==> src/rtl/pwm_evt_pkg.sv <==
package pwm_evt_pkg;

  localparam int ACT_FIELDS = 6;
  localparam int ACT_W      = 2 * ACT_FIELDS;
  localparam int REG_ADDR_W = 3;

  // Field index inside the action word; offsets are decoded by the resolver.
  localparam int F_ZERO = 0;
  localparam int F_PER  = 1;
  localparam int F_AUP  = 2;
  localparam int F_ADN  = 3;
  localparam int F_BUP  = 4;
  localparam int F_BDN  = 5;

  localparam logic [REG_ADDR_W-1:0] ADR_PERIOD = 3'd0;
  localparam logic [REG_ADDR_W-1:0] ADR_CMPA   = 3'd1;
  localparam logic [REG_ADDR_W-1:0] ADR_CMPB   = 3'd2;
  localparam logic [REG_ADDR_W-1:0] ADR_MODE   = 3'd3;
  localparam logic [REG_ADDR_W-1:0] ADR_ACT    = 3'd4;

  typedef enum logic [1:0] {
    ACT_KEEP = 2'b00,
    ACT_FLIP = 2'b01,
    ACT_LOW  = 2'b10,
    ACT_HIGH = 2'b11
  } act_e;

  function automatic logic act_apply(act_e a, logic cur);
    case (a)
      ACT_KEEP: return cur;
      ACT_FLIP: return ~cur;
      ACT_LOW:  return 1'b0;
      default:  return 1'b1;
    endcase
  endfunction

endpackage

==> src/rtl/pwm_cfg_regs.sv <==
module pwm_cfg_regs
  import pwm_evt_pkg::*;
#(
  parameter int CNT_W  = 16,
  parameter int DATA_W = 32
) (
  input  logic                  clk,
  input  logic                  rst_n,
  input  logic                  wr_en,
  input  logic [REG_ADDR_W-1:0] wr_addr,
  input  logic [DATA_W-1:0]     wr_data,
  output logic [CNT_W-1:0]      period_q,
  output logic [CNT_W-1:0]      cmpa_q,
  output logic [CNT_W-1:0]      cmpb_q,
  output logic                  mode_q,
  output logic [ACT_W-1:0]      act_q
);

  logic period_en, cmpa_en, cmpb_en, mode_en, act_en;
  logic unused_wr_hi;

  always_comb begin
    period_en = wr_en && (wr_addr == ADR_PERIOD);
    cmpa_en   = wr_en && (wr_addr == ADR_CMPA);
    cmpb_en   = wr_en && (wr_addr == ADR_CMPB);
    mode_en   = wr_en && (wr_addr == ADR_MODE);
    act_en    = wr_en && (wr_addr == ADR_ACT);
  end

  assign unused_wr_hi = ^wr_data;

  always_ff @(posedge clk or negedge rst_n) begin
    if (!rst_n) begin
      period_q <= '0;
      cmpa_q   <= '0;
      cmpb_q   <= '0;
      mode_q   <= 1'b0;
      act_q    <= '0;
    end else begin
      if (period_en) period_q <= wr_data[CNT_W-1:0];
      if (cmpa_en)   cmpa_q   <= wr_data[CNT_W-1:0];
      if (cmpb_en)   cmpb_q   <= wr_data[CNT_W-1:0];
      if (mode_en)   mode_q   <= wr_data[0];
      if (act_en)    act_q    <= wr_data[ACT_W-1:0];
    end
  end

  AST_ACT_LOW_BITS: assert property (@(posedge clk) disable iff (!rst_n)
    (wr_en && wr_addr == ADR_ACT) |=> (act_q == $past(wr_data[ACT_W-1:0])));

  AST_PERIOD_HOLD: assert property (@(posedge clk) disable iff (!rst_n)
    !(wr_en && wr_addr == ADR_PERIOD) |=> $stable(period_q));

endmodule

==> src/rtl/pwm_counter.sv <==
module pwm_counter #(
  parameter int CNT_W = 16
) (
  input  logic             clk,
  input  logic             rst_n,
  input  logic             en,
  input  logic             mode,
  input  logic [CNT_W-1:0] period,
  output logic [CNT_W-1:0] cnt_q,
  output logic             dn_eff
);

  localparam logic [CNT_W-1:0] ONE = CNT_W'(1);

  logic [CNT_W-1:0] cnt_d;
  logic             dn_q, dn_d;

  always_comb begin
    cnt_d = cnt_q;
    dn_d  = dn_q;
    if (!en) begin
      cnt_d = '0;
      dn_d  = 1'b0;
    end else if (!mode) begin
      dn_d  = 1'b1;
      cnt_d = (cnt_q == '0) ? period : cnt_q - ONE;
    end else if (cnt_q >= period) begin
      dn_d  = 1'b1;
      cnt_d = (cnt_q == '0) ? '0 : cnt_q - ONE;
    end else if (cnt_q == '0) begin
      dn_d  = 1'b0;
      cnt_d = ONE;
    end else begin
      cnt_d = dn_q ? cnt_q - ONE : cnt_q + ONE;
    end
  end

  always_ff @(posedge clk or negedge rst_n) begin
    if (!rst_n) begin
      cnt_q <= '0;
      dn_q  <= 1'b0;
    end else begin
      cnt_q <= cnt_d;
      dn_q  <= dn_d;
    end
  end

  assign dn_eff = ~mode | dn_q;

  AST_SAW_RELOAD: assert property (@(posedge clk) disable iff (!rst_n)
    (en && !mode && cnt_q == '0) |=> (cnt_q == $past(period)));

  AST_TRI_NEVER_JUMP: assert property (@(posedge clk) disable iff (!rst_n)
    (en && mode && $past(en && mode) && cnt_q != '0 && cnt_q < period)
      |=> (cnt_q == $past(cnt_q) + ONE || cnt_q == $past(cnt_q) - ONE));

  AST_PARK_ZERO: assert property (@(posedge clk) disable iff (!rst_n)
    !en |=> (cnt_q == '0));

endmodule

==> src/rtl/pwm_event_resolve.sv <==
module pwm_event_resolve
  import pwm_evt_pkg::*;
#(
  parameter int CNT_W = 16
) (
  input  logic                  clk,
  input  logic                  rst_n,
  input  logic                  en,
  input  logic                  mode,
  input  logic                  dn_eff,
  input  logic [CNT_W-1:0]      cnt,
  input  logic [CNT_W-1:0]      period,
  input  logic [1:0][CNT_W-1:0] cmp,
  input  logic [ACT_W-1:0]      act,
  output logic                  pwm_q
);

  logic       ev_zero, ev_per;
  logic [1:0] hit_up, hit_dn;
  act_e       sel;
  logic       pwm_d;

  for (genvar g = 0; g < 2; g++) begin : g_cmp
    logic match;
    assign match     = (cnt == cmp[g]);
    assign hit_up[g] = match & mode & ~dn_eff;
    assign hit_dn[g] = match & dn_eff;
  end

  assign ev_zero = (cnt == '0);
  assign ev_per  = (cnt == period);

  // Priority: zero, period, compare B, compare A.
  always_comb begin
    sel = ACT_KEEP;
    if (ev_zero)        sel = act_e'(act[2*F_ZERO +: 2]);
    else if (ev_per)    sel = act_e'(act[2*F_PER  +: 2]);
    else if (hit_up[1]) sel = act_e'(act[2*F_BUP  +: 2]);
    else if (hit_dn[1]) sel = act_e'(act[2*F_BDN  +: 2]);
    else if (hit_up[0]) sel = act_e'(act[2*F_AUP  +: 2]);
    else if (hit_dn[0]) sel = act_e'(act[2*F_ADN  +: 2]);
    pwm_d = en ? act_apply(sel, pwm_q) : 1'b0;
  end

  always_ff @(posedge clk or negedge rst_n) begin
    if (!rst_n) pwm_q <= 1'b0;
    else        pwm_q <= pwm_d;
  end

  AST_ZERO_OVER_CMP: assert property (@(posedge clk) disable iff (!rst_n)
    (en && ev_zero && act[1:0] == 2'b00) |=> $stable(pwm_q));

  AST_ZERO_OVER_PER: assert property (@(posedge clk) disable iff (!rst_n)
    (en && ev_zero && ev_per && act[1:0] == 2'b11) |=> pwm_q);

  AST_B_OVER_A: assert property (@(posedge clk) disable iff (!rst_n)
    (en && !ev_zero && !ev_per && hit_dn[1] && act[11:10] == 2'b10) |=> !pwm_q);

  AST_QUIET_HOLD: assert property (@(posedge clk) disable iff (!rst_n)
    (en && !ev_zero && !ev_per && hit_up == 2'b00 && hit_dn == 2'b00) |=> $stable(pwm_q));

  AST_IDLE_LOW: assert property (@(posedge clk) disable iff (!rst_n)
    !en |=> !pwm_q);

endmodule

==> src/rtl/pwm_event_gen.sv <==
module pwm_event_gen
  import pwm_evt_pkg::*;
#(
  parameter int CNT_W  = 16,
  parameter int DATA_W = 32
) (
  input  logic                  clk,
  input  logic                  rst_n,
  input  logic                  gen_en,
  input  logic                  wr_en,
  input  logic [REG_ADDR_W-1:0] wr_addr,
  input  logic [DATA_W-1:0]     wr_data,
  output logic                  pwm_out,
  output logic [CNT_W-1:0]      cnt_value
);

  logic [CNT_W-1:0]      period_q, cmpa_q, cmpb_q;
  logic                  mode_q, dn_eff;
  logic [ACT_W-1:0]      act_q;
  logic [1:0][CNT_W-1:0] cmp_pair;

  assign cmp_pair = {cmpb_q, cmpa_q};

  pwm_cfg_regs #(.CNT_W(CNT_W), .DATA_W(DATA_W)) u_cfg (
    .clk      (clk),
    .rst_n    (rst_n),
    .wr_en    (wr_en),
    .wr_addr  (wr_addr),
    .wr_data  (wr_data),
    .period_q (period_q),
    .cmpa_q   (cmpa_q),
    .cmpb_q   (cmpb_q),
    .mode_q   (mode_q),
    .act_q    (act_q)
  );

  pwm_counter #(.CNT_W(CNT_W)) u_cnt (
    .clk    (clk),
    .rst_n  (rst_n),
    .en     (gen_en),
    .mode   (mode_q),
    .period (period_q),
    .cnt_q  (cnt_value),
    .dn_eff (dn_eff)
  );

  pwm_event_resolve #(.CNT_W(CNT_W)) u_res (
    .clk    (clk),
    .rst_n  (rst_n),
    .en     (gen_en),
    .mode   (mode_q),
    .dn_eff (dn_eff),
    .cnt    (cnt_value),
    .period (period_q),
    .cmp    (cmp_pair),
    .act    (act_q),
    .pwm_q  (pwm_out)
  );

endmodule

==> config.mk <==
export PLATFORM = sky130hd
export DESIGN_NAME = pwm_event_gen
export DESIGN_NICKNAME = d
export VERILOG_FILES = /design/src/rtl/pwm_evt_pkg.sv /design/src/rtl/pwm_cfg_regs.sv /design/src/rtl/pwm_counter.sv /design/src/rtl/pwm_event_resolve.sv /design/src/rtl/pwm_event_gen.sv
export SDC_FILE = /design/constraint.sdc
export NUM_CORES = 1
export LEC_CHECK = 0
export BUFFER_PORTS_ARGS = -buffer_cell sky130_fd_sc_hd__buf_2
export CAP_MARGIN = 25
export CELL_PAD_IN_SITES_DETAIL_PLACEMENT = 0
export CELL_PAD_IN_SITES_GLOBAL_PLACEMENT = 1
export CORE_MARGIN = 4
export CORE_UTILIZATION = 49
export CTS_CLUSTER_SIZE = 14
export DETAILED_ROUTE_END_ITERATION = 16
export PLACE_DENSITY_LB_ADDON = 0.12
export SLEW_MARGIN = 30
export SYNTH_ARGS = -nofsm -noshare
export SYNTH_HDL_FRONTEND = slang
export SYNTH_SLANG_ARGS = --single-unit
==> constraint.sdc <==
create_clock -name clk -period 3.9 [get_ports clk]
set_input_delay 0.585 -clock clk [delete_from_list [all_inputs] [get_ports clk]]
set_output_delay 0.585 -clock clk [all_outputs]
set_load 0.05 [all_outputs]
# [Word-level counts from Yosys, hierarchy flattened]
# Cells that the tools add are included.
# W data, S select, Z words.
[totals] elab_cells=59 inputBits=39 ff_bits=79
[classes] n_addsub=2 n_eq_ne=11 magnitude_cmp=1 bitwise=10 n_reduce_logical=8 n_mux=19
[ops] op="$mux W16" count=7
[ops] op="$eq A16 B16 Y1" count=3
[ops] op="$add A16 B1 Y16 const B" count=1
[ops] op="$ge A16 B16 Y1" count=1
[ops] op="$logic_not A16 Y1" count=1
[ops] op="$sub A16 B1 Y16 const B" count=1
[ops] op="$mux W2" count=6
[ops] op="$and A1 B1 Y1" count=6
[ops] op="$eq A3 B2 Y1 const B" count=2
[ops] op="$logic_and A1 B1 Y1" count=5
[ops] op="$mux W1" count=5
[ops] op="$ne A4 B2 Y1 const B" count=1
[ops] op="$eq A3 B1 Y1 const B" count=1
[ops] op="$eq A3 B3 Y1 const B" count=1
[ops] op="$logic_not A3 Y1" count=1
[ops] op="$not A1 Y1" count=3
[ops] op="$pmux W1 S3" count=1
[ops] op="$eq A2 B1 Y1 const B" count=1
[ops] op="$eq A2 B2 Y1 const B" count=1
[ops] op="$logic_not A2 Y1" count=1
[ops] op="$ne A2 B2 Y1 const B" count=1
[ops] op="$or A1 B1 Y1" count=1

# [Logic depth before layout (Yosys ltp)]
# Gate-level depths: netlist of the first run.
[logic_depth] word_depth=12 mapped_depth=12 ltp_nobuf=10

# [Hierarchy]
# Synthesis of the first run repeated with hierarchy kept, for this count alone.
[hier_totals] hier_cells=507 area_unflattened_um2=5205.0
[by_module_without_submodules] mod="pwm_cfg_regs" n_inst=1 cells_per_inst=133 area_each_um2=2344.7
[by_module_without_submodules] mod="pwm_counter" n_inst=1 cells_per_inst=278 area_each_um2=2114.5
[by_module_without_submodules] mod="pwm_event_resolve" n_inst=1 cells_per_inst=96 area_each_um2=745.7

# [Least setup slack after synthesis of the first run]
# OpenSTA, ideal clock, no wires.
[synth_path] path_kind="register to register" from="register u_cnt.cnt_q[0]" to="register u_cnt.cnt_q[5]" path_buffers=2 setup_ps=123 arrival_ps=2708 setup_slack_ps=1069 path_stages_with_launch=12 cell_sequence="dfrtp_1 > clkbuf_1 > inv_1 > ha_1 > nor2b_1 > o211ai_1 > a2111o_1 > nand4_1 > nor2_1 > buf_2 > a311o_1 > o221a_1"
[synth_between] elab_chain_len=6 elab_cells_between_ends=11
[synth_lines] element="from (decl)" line_no="pwm_counter.sv:9" text="output logic [CNT_W-1:0] cnt_q,"
[synth_lines] element="from (signal assigned)" line_no="pwm_counter.sv:43" text="cnt_q <= cnt_d;"
[synth_lines] element="$add A16 B1 Y16 / $sub A16 B1 Y16 (equally long branches)" line_no="pwm_counter.sv:34, pwm_counter.sv:26, pwm_counter.sv:29"
[synth_lines] element="$mux W16" line_no="pwm_counter.sv:34" text="cnt_d = dn_q ? cnt_q - ONE : cnt_q + ONE;"
[synth_lines] element="$mux W16" line_no="pwm_counter.sv:30" text="end else if (cnt_q == '0) begin"
[synth_lines] element="$mux W16" line_no="pwm_counter.sv:27" text="end else if (cnt_q >= period) begin"
[synth_lines] element="$mux W16 *" line_no="pwm_counter.sv:24" text="end else if (!mode) begin"
[synth_lines] element="$mux W16 *" line_no="pwm_counter.sv:21" text="if (!en) begin"
[synth_lines] element="net u_cnt.cnt_d[5]" line_no="pwm_counter.sv:15" text="logic [CNT_W-1:0] cnt_d;"
# The timed path passes the listed nets; every way through them passes the cells marked *.
# A chain may end at the register's enable or synchronous reset.

# [Worst setup path after layout of the first run]
[layout_path] from="register u_cnt.cnt_q[13]" to="register u_res.pwm_q"
[layout_between] elab_chain_len=11 elab_cells_between_ends=22
[layout_lines] element="$eq A16 B16 Y1" line_no="pwm_event_resolve.sv:25" text="assign match = (cnt == cmp[g]);"
[layout_lines] element="$and A1 B1 Y1, on equally long branches" line_no="pwm_event_resolve.sv:27, pwm_event_resolve.sv:26"
[layout_lines] element="$mux W2 / $and A1 B1 Y1 (equally long branches)" line_no="pwm_event_resolve.sv:41, pwm_event_resolve.sv:26"
[layout_lines] element="$mux W2" line_no="pwm_event_resolve.sv:40" text="else if (hit_up[0]) sel = act_e'(act[2*F_AUP +: 2]);"
[layout_lines] element="$mux W2" line_no="pwm_event_resolve.sv:39" text="else if (hit_dn[1]) sel = act_e'(act[2*F_BDN +: 2]);"
[layout_lines] element="$mux W2" line_no="pwm_event_resolve.sv:38" text="else if (hit_up[1]) sel = act_e'(act[2*F_BUP +: 2]);"
[layout_lines] element="$mux W2" line_no="pwm_event_resolve.sv:37" text="else if (ev_per) sel = act_e'(act[2*F_PER +: 2]);"
[layout_lines] element="$mux W2 *" line_no="pwm_event_resolve.sv:36" text="if (ev_zero) sel = act_e'(act[2*F_ZERO +: 2]);"
[layout_lines] element="$eq A2 B2 Y1, or another cell as far along" line_no="pwm_evt_pkg.sv:29" text="case (a)"
[layout_lines] element="$pmux W1 S3" line_no="pwm_evt_pkg.sv:29"
[layout_lines] element="$mux W1" line_no="pwm_event_resolve.sv:42" text="pwm_d = en ? act_apply(sel, pwm_q) : 1'b0;"
[layout_lines] element="to (signal assigned)" line_no="pwm_event_resolve.sv:47" text="else pwm_q <= pwm_d;"
[layout_lines] element="to (decl)" line_no="pwm_event_resolve.sv:15" text="output logic pwm_q"
# Mark *: on every way between the ends. The rest lies on a longest branch, timed or not.

==> results.md, run 1 <==
Clock tree:
- The number of buffers on the longest clock path is 2.
- The clock sink count is 79.
- The tree is rooted in a clkbuf_8.
- The clock latency reported for the late side of the worst-skew pair is 350 ps.
- The TritonCTS clock tree is done.
- The post-CTS setup buffer count is 0.
- The number of cells upsized or downsized after cts is 0.
- Clock tree synthesis inserted a total of 9 buffers.
- The H-tree was split into 3 levels.
- Clock-pin slew was measured on the worst setup and hold paths at 90 ps.
- The total of hold buffers inserted after clock tree synthesis is 0.

Placed design:
- The number of buffers added on ports is 39.
- The detailed placer's ending HPWL is 8680 um.
- At the end of routability-driven placement, the weighted congestion stood at 0.829.

Run status:
- The run finished with clean final reports.

GRT:
- Entering global routing, the biggest net connects 80 pins.
- The via count of the first global-routing pass was 3,520.
- The initial antenna violation count was 0.
- The global router's overall resource usage is 21.7%.
- The total overflow left after global routing is 0.
- The wire length of the first global-routing pass is 18,800 um.

Timing:
- The final critical-path required period is 3070 ps.
- The max-slew violation count is 0.
- The worst pin sits at a relative slew slack of 42.6%.
- The hold violation count in the final report is 0.
- Setup violations remaining at the end of the flow were counted as 0.
- The final critical path takes up 78.6% of the cycle.
- Timing would allow up to 326 MHz.
- Setup total negative slack on the finished layout was measured at 0 ps.
- Setup repair after global routing left no endpoint under its margin.
- The slew at the pin with the worst max-slew slack is 853 ps.
- On the final layout, the worst clock skew is 9.92 ps.

Yosys:
- The count of mapped cells out of synthesis is 460.
- The post-synthesis average cell area is 10.1 sq um.
- Counting flops and latches in the post-synthesis netlist gives 79.
- The cell area after technology mapping is 0.00464 sq mm.
- Synthesis instantiated 48 different standard cells from the library.
- During synthesis, Yosys emitted a total of 0 warnings.
- When the netlist entered floorplanning its net count stood at 518.
- The post-synthesis async set-or-reset flop share is 100%.
- The portion of the post-synthesis area used by sequential elements is 42.6%.
- The number of enable-type register cells in the synthesized netlist is 0.
- The most common flop cell mapped by yosys is dfrtp_1.

Worst setup path:
- On the worst path, the slowest cell contributes a delay of 810 ps.
- The setup path with the least slack is of type reg2reg.
- The slack of the worst reg-to-reg path is 830 ps.
- The worst setup path is captured at a flip-flop.
- The worst setup path is launched from a flip-flop.
- Traced cell by cell, the critical path runs through ha_1, nand4_1, nor4_1, inv_1, nand2_1, o31ai_1, or4_1, a31oi_1.
- Data on the critical path arrives at its endpoint at 3340 ps.
- The startpoint identified for the worst register-to-register timing path is u_cnt.cnt_q[13]$_DFF_PN0_.
- STA puts the critical path data required time at 4170 ps.
- The launch point of the worst path is u_cnt.cnt_q[13]$_DFF_PN0_.
- The largest driver fanout on the critical path is 8.
- The cell with the largest stage delay on the worst path is nor4_1.

Floorplanning:
- For this design the top-level I/O count stands at 56.
- The area of the die is 0.0111 sq mm.
- The region available for standard cell placement spans 0.00924 sq mm.
- The vertical die dimension is 105 um.
- The effective utilization at floorplan is 50.2%.
- The row count is 35.
- Measured along the x axis, the die boundary spans 105 um.

Layout:
- The total inserted antenna cells is 0.
- The signed area change from the synthesized netlist to the final layout is 12.1%.
- The layout net count is 560.
- Counting the fill cells in the layout gives 831.
- The top cell types in the final layout, fill and taps aside, are dfrtp_1, nand2_1, mux2_2.
- The library cell used most frequently in the layout, excluding fill and tap cells, is dfrtp_1.
- The layout cell share with drive strength beyond 1 is 24.5%.
- The fraction of the core area covered by cells at the end of the flow is 56.3%.

Route:
- After the first detailed-routing iteration, the DRC count stood at 150.
- In this run the remaining antenna-violating nets after routing total 0.
- The routed wire length is 11,400 um.
- The number of search-and-repair iterations in the first detailed-routing pass is 5.
- The number of vias in the routed layout is 3,535.
- The vias per cell is 5.56.
- The DRC violation count after routing is 0.
- The mean routed wirelength per cell is 17.9 um.

Power:
- The design draws 3.67 mW.
- In this run the static leakage power is 2.32 nW.
- VDD sags by at most 277 uV.
- For this design the ratio of total power to cell area is 706 mW/mm^2.

Flow run:
- The count of maximum capacitance violations is 0.

Worst hold path:
- The classification of the worst-slack hold path is in2async.
## path summary, 6_finish.rpt
path | end | cells after the start
max reg2reg | u_res.pwm_q$_DFFE_PN0P_ | 8
min reg2reg | u_cnt.cnt_q[13]$_DFF_PN0_ | 2
max in group asynchronous | u_cnt.cnt_q[4]$_DFF_PN0_ | 1
min in group clk | u_cfg.period_q[13]$_DFFE_PN0P_ | 3
max | u_res.pwm_q$_DFFE_PN0P_ | 8
min | u_cnt.cnt_q[14]$_DFF_PN0_ | 1
## where the power goes
group / total, mW / switching [mW] / leakage (nW) / internal [mW]
combinational: 1.93 / 1.18 / 1.26 / 0.752
clock: 0.560 / 0.326 / 0.0831 / 0.234
sequential: 1.18 / 0.156 / 0.975 / 1.02
## cells in the mapped netlist (all sizes together) (4+ instances only)
cell type | count | area [sq um]
a211oi | 8 | 60.1
a21oi | 11 | 55.1
a31oi | 4 | 25.0
buf | 9 | 50.0
clkbuf | 18 | 67.6
dfrtp | 79 | 1980
ha | 19 | 238
inv | 21 | 78.8
mux2 | 46 | 518
mux2i | 13 | 130
nand2 | 46 | 173
nand3 | 10 | 50.1
nand4 | 13 | 96.3
nor2 | 24 | 92.6
nor3 | 10 | 50.1
nor4 | 10 | 92.6
o21ai | 30 | 150
o22ai | 4 | 25.0
xnor2 | 27 | 236
xor2 | 22 | 193
## worst max-delay path, delay by kind of cell, from the launching register on
family / cells / cell delay [ps]
compound gates: 2 / 300
fa+ha+maj: 1 / 360
buf+inv: 1 / 110
flops: 1 / 510
simple gates: 4 / 1690
## per-stage QoR
stage               instance area, sq um  hold slack (ps)  setup slack (ps)  instances
detailed placement                  5030              477               924        620
global placement                    5030              481               981        620
global route                        5200              306               740        636
finish                              5200              240               834        636
floorplan                           4640              289              1070        460
CTS                                 5200              293               903        636
## cells by family after synthesis
| logic type | synth area share [%] |
|---|---|
| mux | 14.0 |
| xor+xnor | 9.25 |
| fa+ha+maj | 5.13 |
| simple gates | 15.1 |
| compound gates | 9.74 |
| flops | 42.6 |
| buf+inv | 4.24 |
## final cells by class
cell class,count,area (sq um),area share (%)
clock inverter,6,42.5,0.818
tap,129,161,3.10
sequential,79,1980,38.0
clock buffer,10,128,2.45
timing repair buffer,58,344,6.62
multi-input combinational,333,2470,47.5
inverter,21,78.8,1.52
## layer usage
| metal | GRT usage (%) | vias to the layer above | wire length, um |
|---|---|---|---|
| li1 | - | 1706 | - |
| met1 | 30.9 | 1737 | 5340 |
| met2 | 33.7 | 78 | 5350 |
| met3 | 3.92 | 14 | 514 |
| met4 | 6.65 | 0 | 191 |
| met5 | 0 | - | 0 |
## state kept, by name, summed over array words and instances (netlist names)
register and flops:
u_cfg.mode_q 1, u_cfg.cmpb_q 16, u_cfg.act_q 12, u_cfg.cmpa_q 16
u_res.pwm_q 1, u_cfg.period_q 16, u_cnt.cnt_q 16, u_cnt.dn_q 1
No activity file was read; power rests on OpenSTA's default activity.
==> inputs of run 2 (changes only) <==
--- a/config.mk
+++ b/config.mk
@@ -10,7 +10,7 @@
 export CELL_PAD_IN_SITES_DETAIL_PLACEMENT = 0
 export CELL_PAD_IN_SITES_GLOBAL_PLACEMENT = 1
 export CORE_MARGIN = 4
-export CORE_UTILIZATION = 49
+export CORE_UTILIZATION = 46
 export CTS_CLUSTER_SIZE = 14
 export DETAILED_ROUTE_END_ITERATION = 16
 export PLACE_DENSITY_LB_ADDON = 0.12
==> constraint.sdc (replaced) <==
create_clock -name clk -period 2.9 [get_ports clk]
set_input_delay 0.435 -clock clk [delete_from_list [all_inputs] [get_ports clk]]
set_output_delay 0.435 -clock clk [all_outputs]
set_load 0.05 [all_outputs]
==> run 2 against run 1 <==
Clock skew decreased by 2.3 ps. First-iteration DRC count rose by 45%. Critical path depth is 3 higher. Flip-flop and latch count unchanged. Power increased by 36%. Sequential power up 35%. Combinational power is 38% higher. Clock-buffer cell count is 1 higher. Final area grew 1.7%. Worst setup slack worse by 650 ps. Critical path type unchanged. Largest power group unchanged. Highest routed layer unchanged.
==> results.md, run 2 (synthesis results as in run 1) <==
Layout:
- The fraction of the core area covered by cells at the end of the flow is 54.1% (-2.2 points).
- Leaving out fill and tap cells, the most frequent cells in the layout are dfrtp_1, nand2_1, mux2_2.
- The final instance area is 0.00529 sq mm (+1.7%).
- The final standard cell count with taps included and fillers excluded is 650 (+2.2%).
- Leaving out fill and tap cells, the most frequent cell in the layout is dfrtp_1.
- The layout net count is 570 (+1.8%).
- The layout cell share with drive strength beyond 1 was 26.1% (+1.7 points).
- The total inserted antenna cells is 0 (unchanged).
- The signed area change from the synthesized netlist to the final layout is 14.0%.

Worst hold path:
- The classification of the worst-slack hold path is in2async.

Run status:
- The flow ran to the end, and the final reports show no timing, DRC or antenna violations.

Worst setup path:
- The required time of the worst setup path came to 3130 ps (-1040 ps).
- The signal arrival time at the worst endpoint is 2950 ps (-390 ps).
- The kind of start point of the critical path is a flip-flop.
- The slack of the worst reg-to-reg path is 190 ps (-650 ps).
- The worst setup path is captured at a flip-flop.
- The startpoint identified for the worst register-to-register timing path is u_cfg.period_q[13]$_DFFE_PN0P_.
- The critical path in this run is classified as reg2reg.
- The path depth of the worst reg2reg path was 11 (+3).
- The largest driver fanout on the critical path came to 10 (+2).
- In this run the worst setup path begins at u_cfg.period_q[13]$_DFFE_PN0P_.
- The end of the worst register-to-register path is u_cnt.cnt_q[9]$_DFF_PN0_.

Placed design:
- The final weighted congestion of routability-driven global placement is 0.834 (+0.58%).
- The placed standard-cell area was 0.00511 sq mm (+1.6%).
- The number of buffers added on ports is 39 (unchanged).
- The number of placed instances, taps included was 634 (+2.3%).
- The pre-CTS setup slack is 181 ps (-743 ps).
- The detailed placer's ending HPWL was 8900 um (+2.5%).

Timing:
- The slew at the pin with the worst max-slew slack is 743 ps (-110 ps).
- The relative max-transition margin was 50.5% (+7.8 points).
- The worst setup slack after layout is 187 ps (-647 ps).
- The post-route setup TNS came to 0 ps (unchanged).
- The max-slew violation count came to 0 (unchanged).
- The worst clock skew is 7.67 ps (-2.25 ps).
- The hold violation count in the final report is 0 (unchanged).
- The fmax came to 369 MHz (+13%).
- The worst hold slack across all endpoints came to 87.2 ps (-153 ps).
- The period utilization came to 93.6% (+15 points).
- The final critical-path required period was 2710 ps (-353 ps).
- Setup repair after global routing left no endpoint under its margin.
- The total of endpoints with negative setup slack in the final report is 0 (unchanged).

Floorplanning:
- The area of the core is 0.00977 sq mm (+5.8%).
- The effective utilization at floorplan was 47.5% (-2.7 points).
- The row count is 36 (+2.9%).
- The I/O pin count is 56 (unchanged).
- The chip width is 108 um (+3.0%).
- The area of the die is 0.0118 sq mm (+6.0%).
- The vertical die dimension was 108 um (+3.0%).

Clock tree:
- The clock buffer count from CTS is 9 (unchanged).
- The clock latency reported for the late side of the worst-skew pair came to 350 ps (about the same).
- The cell sitting at the root of the clock tree is a clkbuf_8.
- The number of buffers on the longest clock path came to 2 (unchanged).
- The clock transition at the registers of the reported paths is 80 ps (about the same).
- The total of hold buffers inserted after clock tree synthesis came to 0 (unchanged).
- The CTS H-tree depth came to 3 (unchanged).
- The clock sink count is 79 (unchanged).
- TritonCTS built the clock tree.

Route:
- The routed wire length is 11,500 um (+1.3%).
- The number of search-and-repair iterations in the first detailed-routing pass came to 5 (unchanged).
- The DRC violation count after routing is 0 (unchanged).
- The mean routed wirelength per cell was 17.8 um (-0.93%).
- The DRC violation total after the first TritonRoute iteration came to 218 (+45%).
- The vias per cell is 5.30 (-4.6%).
- The antenna violation net count after detailed routing is 0 (unchanged).
- The number of vias in the routed layout is 3,446 (-2.5%).

GRT:
- The sum of overflow across all layers after global routing is 0 (unchanged).
- The via count of the first global-routing pass is 3,482 (-1.1%).
- The maximum number of pins on one net before global-route repair is 80 (unchanged).
- The initial antenna violation count came to 0 (unchanged).
- The wire length of the first global-routing pass came to 18,600 um (-0.81%).
- The global router's overall resource usage is 21.2% (-0.46 points).

Power:
- The power density normalized to cell area is 947 mW/mm^2 (+34%).
- The standby leakage power is 2.38 nW (+2.6%).
- The total power of the final layout is 5.00 mW (+36%).
- The maximum ir drop on the vdd rail was 387 uV (+40%).

Flow run:
- The count of maximum capacitance violations is 0 (unchanged).
[run 2: changes by cell type in the layout (fill, tap and decap cells not counted), sizes merged]
cell,before,now
clkinv,2,4
inv,23,22
clkinvlp,2,0
clkbuf,10,11
buf,58,68
[run 2: power by group]
part / switching, mW / total (mW) / internal, mW
clock: 0.414 / 0.749 / 0.335
combinational: 1.60 / 2.67 / 1.07
sequential: 0.210 / 1.59 / 1.38
total: 2.22 / 5.00 / 2.78
[run 2: what timing repair did]
item	in CTS	in global routing
gates resized for setup	0	1
endpoints found under the setup margin	0	1
buffers inserted	0	0
[run 2: worst max-delay path by stage]
stage               cells after the start                  endpoint
floorplan                              11  u_cnt.cnt_q[5]$_DFF_PN0_
global placement                       11  u_cnt.cnt_q[9]$_DFF_PN0_
detailed placement                     11  u_cnt.cnt_q[9]$_DFF_PN0_
CTS                                    11  u_cnt.cnt_q[9]$_DFF_PN0_
global route                           10  u_cnt.cnt_q[9]$_DFF_PN0_
finish                                 11  u_cnt.cnt_q[9]$_DFF_PN0_
[run 2: cell type report]
class	instances	area, sq um
fill	914	4490
clock buffer	11	141
clock inverter	5	32.5
multi-input combinational	333	2470
timing repair buffer	68	419
tap	133	166
inverter	21	78.8
sequential	79	1980
[run 2: worst max-delay path: stages (launching register included)]
cell and delay (ps):
dfrtp_1 380, inv_1 90, ha_1 240, a21o_1 160, a21o_1 160, a21oi_1 280
nand4_1 250, nor2_2 220, buf_4 230, mux2i_1 260, xor2_1 230, o21ai_1 90
[run 2: per-layer routing]
layer  wire [um]  track usage, %
met2        5330            31.9
met4         258            9.11
met3         417            3.46
met1        5530            30.4
met5           0               0
==> inputs of run 3 (changes only) <==
--- a/config.mk
+++ b/config.mk
@@ -13,6 +13,7 @@
 export CORE_UTILIZATION = 46
 export CTS_CLUSTER_SIZE = 14
 export DETAILED_ROUTE_END_ITERATION = 16
+export MAX_ROUTING_LAYER = met4
 export PLACE_DENSITY_LB_ADDON = 0.12
 export SLEW_MARGIN = 30
 export SYNTH_ARGS = -nofsm -noshare
==> run 3 against run 2 <==
Via count up 0.46%. Wire length about the same. First-iteration DRC count down 1.4%. Power barely moved. Maximum frequency rose by 0.12%. Sequential power hardly changed. Largest cell class unchanged.
==> results.md, run 3 (synthesis results as in run 1) <==
Run status:
- The flow ran to the end, and the final reports show no timing, DRC or antenna violations.

Flow run:
- The count of maximum capacitance violations is 0 (unchanged).

Route:
- The number of search-and-repair iterations in the first detailed-routing pass is 4 (-1).
- The DRC violation total after the first TritonRoute iteration is 215 (-1.4%).
- The routed wire length is 11,500 um (about the same).
- The number of vias in the routed layout came to 3,462 (+0.46%).
- The mean routed wirelength per cell was 17.8 um (about the same).
- The vias per cell is 5.33 (+0.46%).
- The DRC violation count after routing came to 0 (unchanged).
- The antenna violation net count after detailed routing came to 0 (unchanged).

Timing:
- The relative max-transition margin is 51.3% (+0.84 points).
- The period utilization was 93.4% (-0.11 points).
- The post-route setup TNS is 0 ps (unchanged).
- The worst clock skew is 9.14 ps (+1.47 ps).
- The total of endpoints with negative setup slack in the final report came to 0 (unchanged).
- The hold violation count in the final report is 0 (unchanged).
- The fmax is 369 MHz (+0.12%).
- The slew at the pin with the worst max-slew slack is 731 ps (-12.6 ps).
- The max-slew violation count is 0 (unchanged).
- The worst hold slack across all endpoints was 103 ps (+15.6 ps).
- Setup repair after global routing left no endpoint under its margin.
- The worst setup slack after layout is 190 ps (+3.28 ps).
- The final critical-path required period is 2710 ps (-3.28 ps).

Layout:
- The final-layout fill cell count is 914 (unchanged).
- The layout cell share with drive strength beyond 1 was 26.1% (unchanged).
- The total inserted antenna cells came to 0 (unchanged).
- The final instance area is 0.00529 sq mm (unchanged).
- The layout net count was 570 (unchanged).
- Leaving out fill and tap cells, the most frequent cells in the layout are dfrtp_1, nand2_1, mux2_2.
- The final standard cell count with taps included and fillers excluded is 650 (unchanged).
- The library cell used most frequently in the layout, excluding fill and tap cells, is dfrtp_1.
- The signed area change from the synthesized netlist to the final layout is 14.0% (unchanged).

GRT:
- The maximum number of pins on one net before global-route repair is 80 (unchanged).
- The initial antenna violation count came to 0 (unchanged).
- The via count of the first global-routing pass is 3,484 (+0.057%).
- The global router's overall resource usage is 21.9% (+0.62 points).
- The sum of overflow across all layers after global routing is 0 (unchanged).
- The wire length of the first global-routing pass was 18,600 um (unchanged).

Worst hold path:
- The classification of the worst-slack hold path is in2async.

Worst setup path:
- The critical setup path kind is reg2reg.
- The largest driver fanout on the critical path is 10 (unchanged).
- The end of the worst register-to-register path is u_cnt.cnt_q[9]$_DFF_PN0_.
- In this run the critical register-to-register path is launched from u_cfg.period_q[13]$_DFFE_PN0P_.
- The worst setup path is launched from a flip-flop.
- The slack of the worst reg-to-reg path is 190 ps (about the same).
- The required time of the worst setup path is 3130 ps (about the same).
- The endpoint type of the worst setup path is a flip-flop.
- The path depth of the worst reg2reg path is 11 (unchanged).
- The signal arrival time at the worst endpoint came to 2940 ps (about the same).

Power:
- The power density normalized to cell area came to 947 mW/mm^2 (about the same).
- The maximum ir drop on the vdd rail is 387 uV (about the same).
- The standby leakage power was 2.38 nW (unchanged).

Placed design:
- The number of buffers added on ports is 39 (unchanged).
- The placed standard-cell area is 0.00511 sq mm (unchanged).
- The number of placed instances, taps included is 634 (unchanged).
- The final weighted congestion of routability-driven global placement came to 0.847 (+1.5%).
- The pre-CTS setup slack is 181 ps (unchanged).
- The detailed placer's ending HPWL is 8900 um (unchanged).

Floorplanning:
- The chip width is 108 um (unchanged).
- The vertical die dimension came to 108 um (unchanged).
- The area of the core is 0.00977 sq mm (unchanged).
- The effective utilization at floorplan is 47.5% (unchanged).
- The I/O pin count came to 56 (unchanged).
- The row count came to 36 (unchanged).
- The area of the die is 0.0118 sq mm (unchanged).

Clock tree:
- The clock buffer count from CTS is 9 (unchanged).
- The post-CTS setup buffer count is 0 (unchanged).
- The clock latency reported for the late side of the worst-skew pair came to 350 ps (about the same).
- The number of buffers on the longest clock path came to 2 (unchanged).
- The clock transition at the registers of the reported paths came to 80 ps (about the same).
- The root buffer cell is clkbuf_8.
- The clock sink count is 79 (unchanged).
- The CTS H-tree depth is 3 (unchanged).
- The TritonCTS clock tree is done.
[run 3: cell counts in the layout (fill, tap and decap cells not counted)]
No cell type changed its count.
[run 3: worst max path at each step]
stage                                        start                       end  slack, ps  cells after the start
floorplan                 u_cnt.cnt_q[0]$_DFF_PN0_  u_cnt.cnt_q[5]$_DFF_PN0_         70                     11
global placement    u_cfg.period_q[13]$_DFFE_PN0P_  u_cnt.cnt_q[9]$_DFF_PN0_        230                     11
detailed placement  u_cfg.period_q[13]$_DFFE_PN0P_  u_cnt.cnt_q[9]$_DFF_PN0_        180                     11
CTS                 u_cfg.period_q[13]$_DFFE_PN0P_  u_cnt.cnt_q[9]$_DFF_PN0_        140                     11
global route             u_cnt.cnt_q[13]$_DFF_PN0_  u_cnt.cnt_q[9]$_DFF_PN0_         20                     10
finish              u_cfg.period_q[13]$_DFFE_PN0P_  u_cnt.cnt_q[9]$_DFF_PN0_        190                     11
[run 3: per-layer routing]
metal / routed length, um / part of all wire [%] / up-vias / global-route usage (%)
li1: - / - / 1722 / -
met1: 5590 / 48 / 1671 / 30.1
met2: 5390 / 47 / 49 / 32.1
met3: 278 / 2.4 / 20 / 2.75
met4: 284 / 2.5 / 0 / 10.2
met5: 0 / 0 / - / -
[run 3: critical path, cell delays in order (launching register included)]
cell and delay [ps]:
dfrtp_1 380, inv_1 90, ha_1 240, a21o_1 160, a21o_1 160, a21oi_1 280
nand4_1 260, nor2_2 220, buf_4 220, mux2i_1 260, xor2_1 230, o21ai_1 80
[run 3: per-stage QoR]
stage	util [%]	power [mW]
floorplan	-	3.50
global placement	52.3	4.25
detailed placement	52.3	4.28
CTS	54.1	5.05
global route	54.1	5.38
finish	54.1	5.01
[run 3: layout make-up]
| class | count | area (sq um) | area share, % |
|---|---|---|---|
| sequential | 79 | 1980 | 37.4 |
| clock buffer | 11 | 141 | 2.67 |
| timing repair buffer | 68 | 419 | 7.93 |
| inverter | 21 | 78.8 | 1.49 |
| multi-input combinational | 333 | 2470 | 46.8 |
| tap | 133 | 166 | 3.15 |
| clock inverter | 5 | 32.5 | 0.615 |
[run 3: what timing repair did]
| item | in CTS | in global routing |
|---|---|---|
| gates resized for setup | 0 | 1 |
| setup endpoints to repair | 0 | 1 |
| hold buffers | 0 | 0 |
[run 3: report_power, final]
group	internal (mW)	switching, mW
Combinational	1.07	1.60
Sequential	1.38	0.210
Clock	0.335	0.416
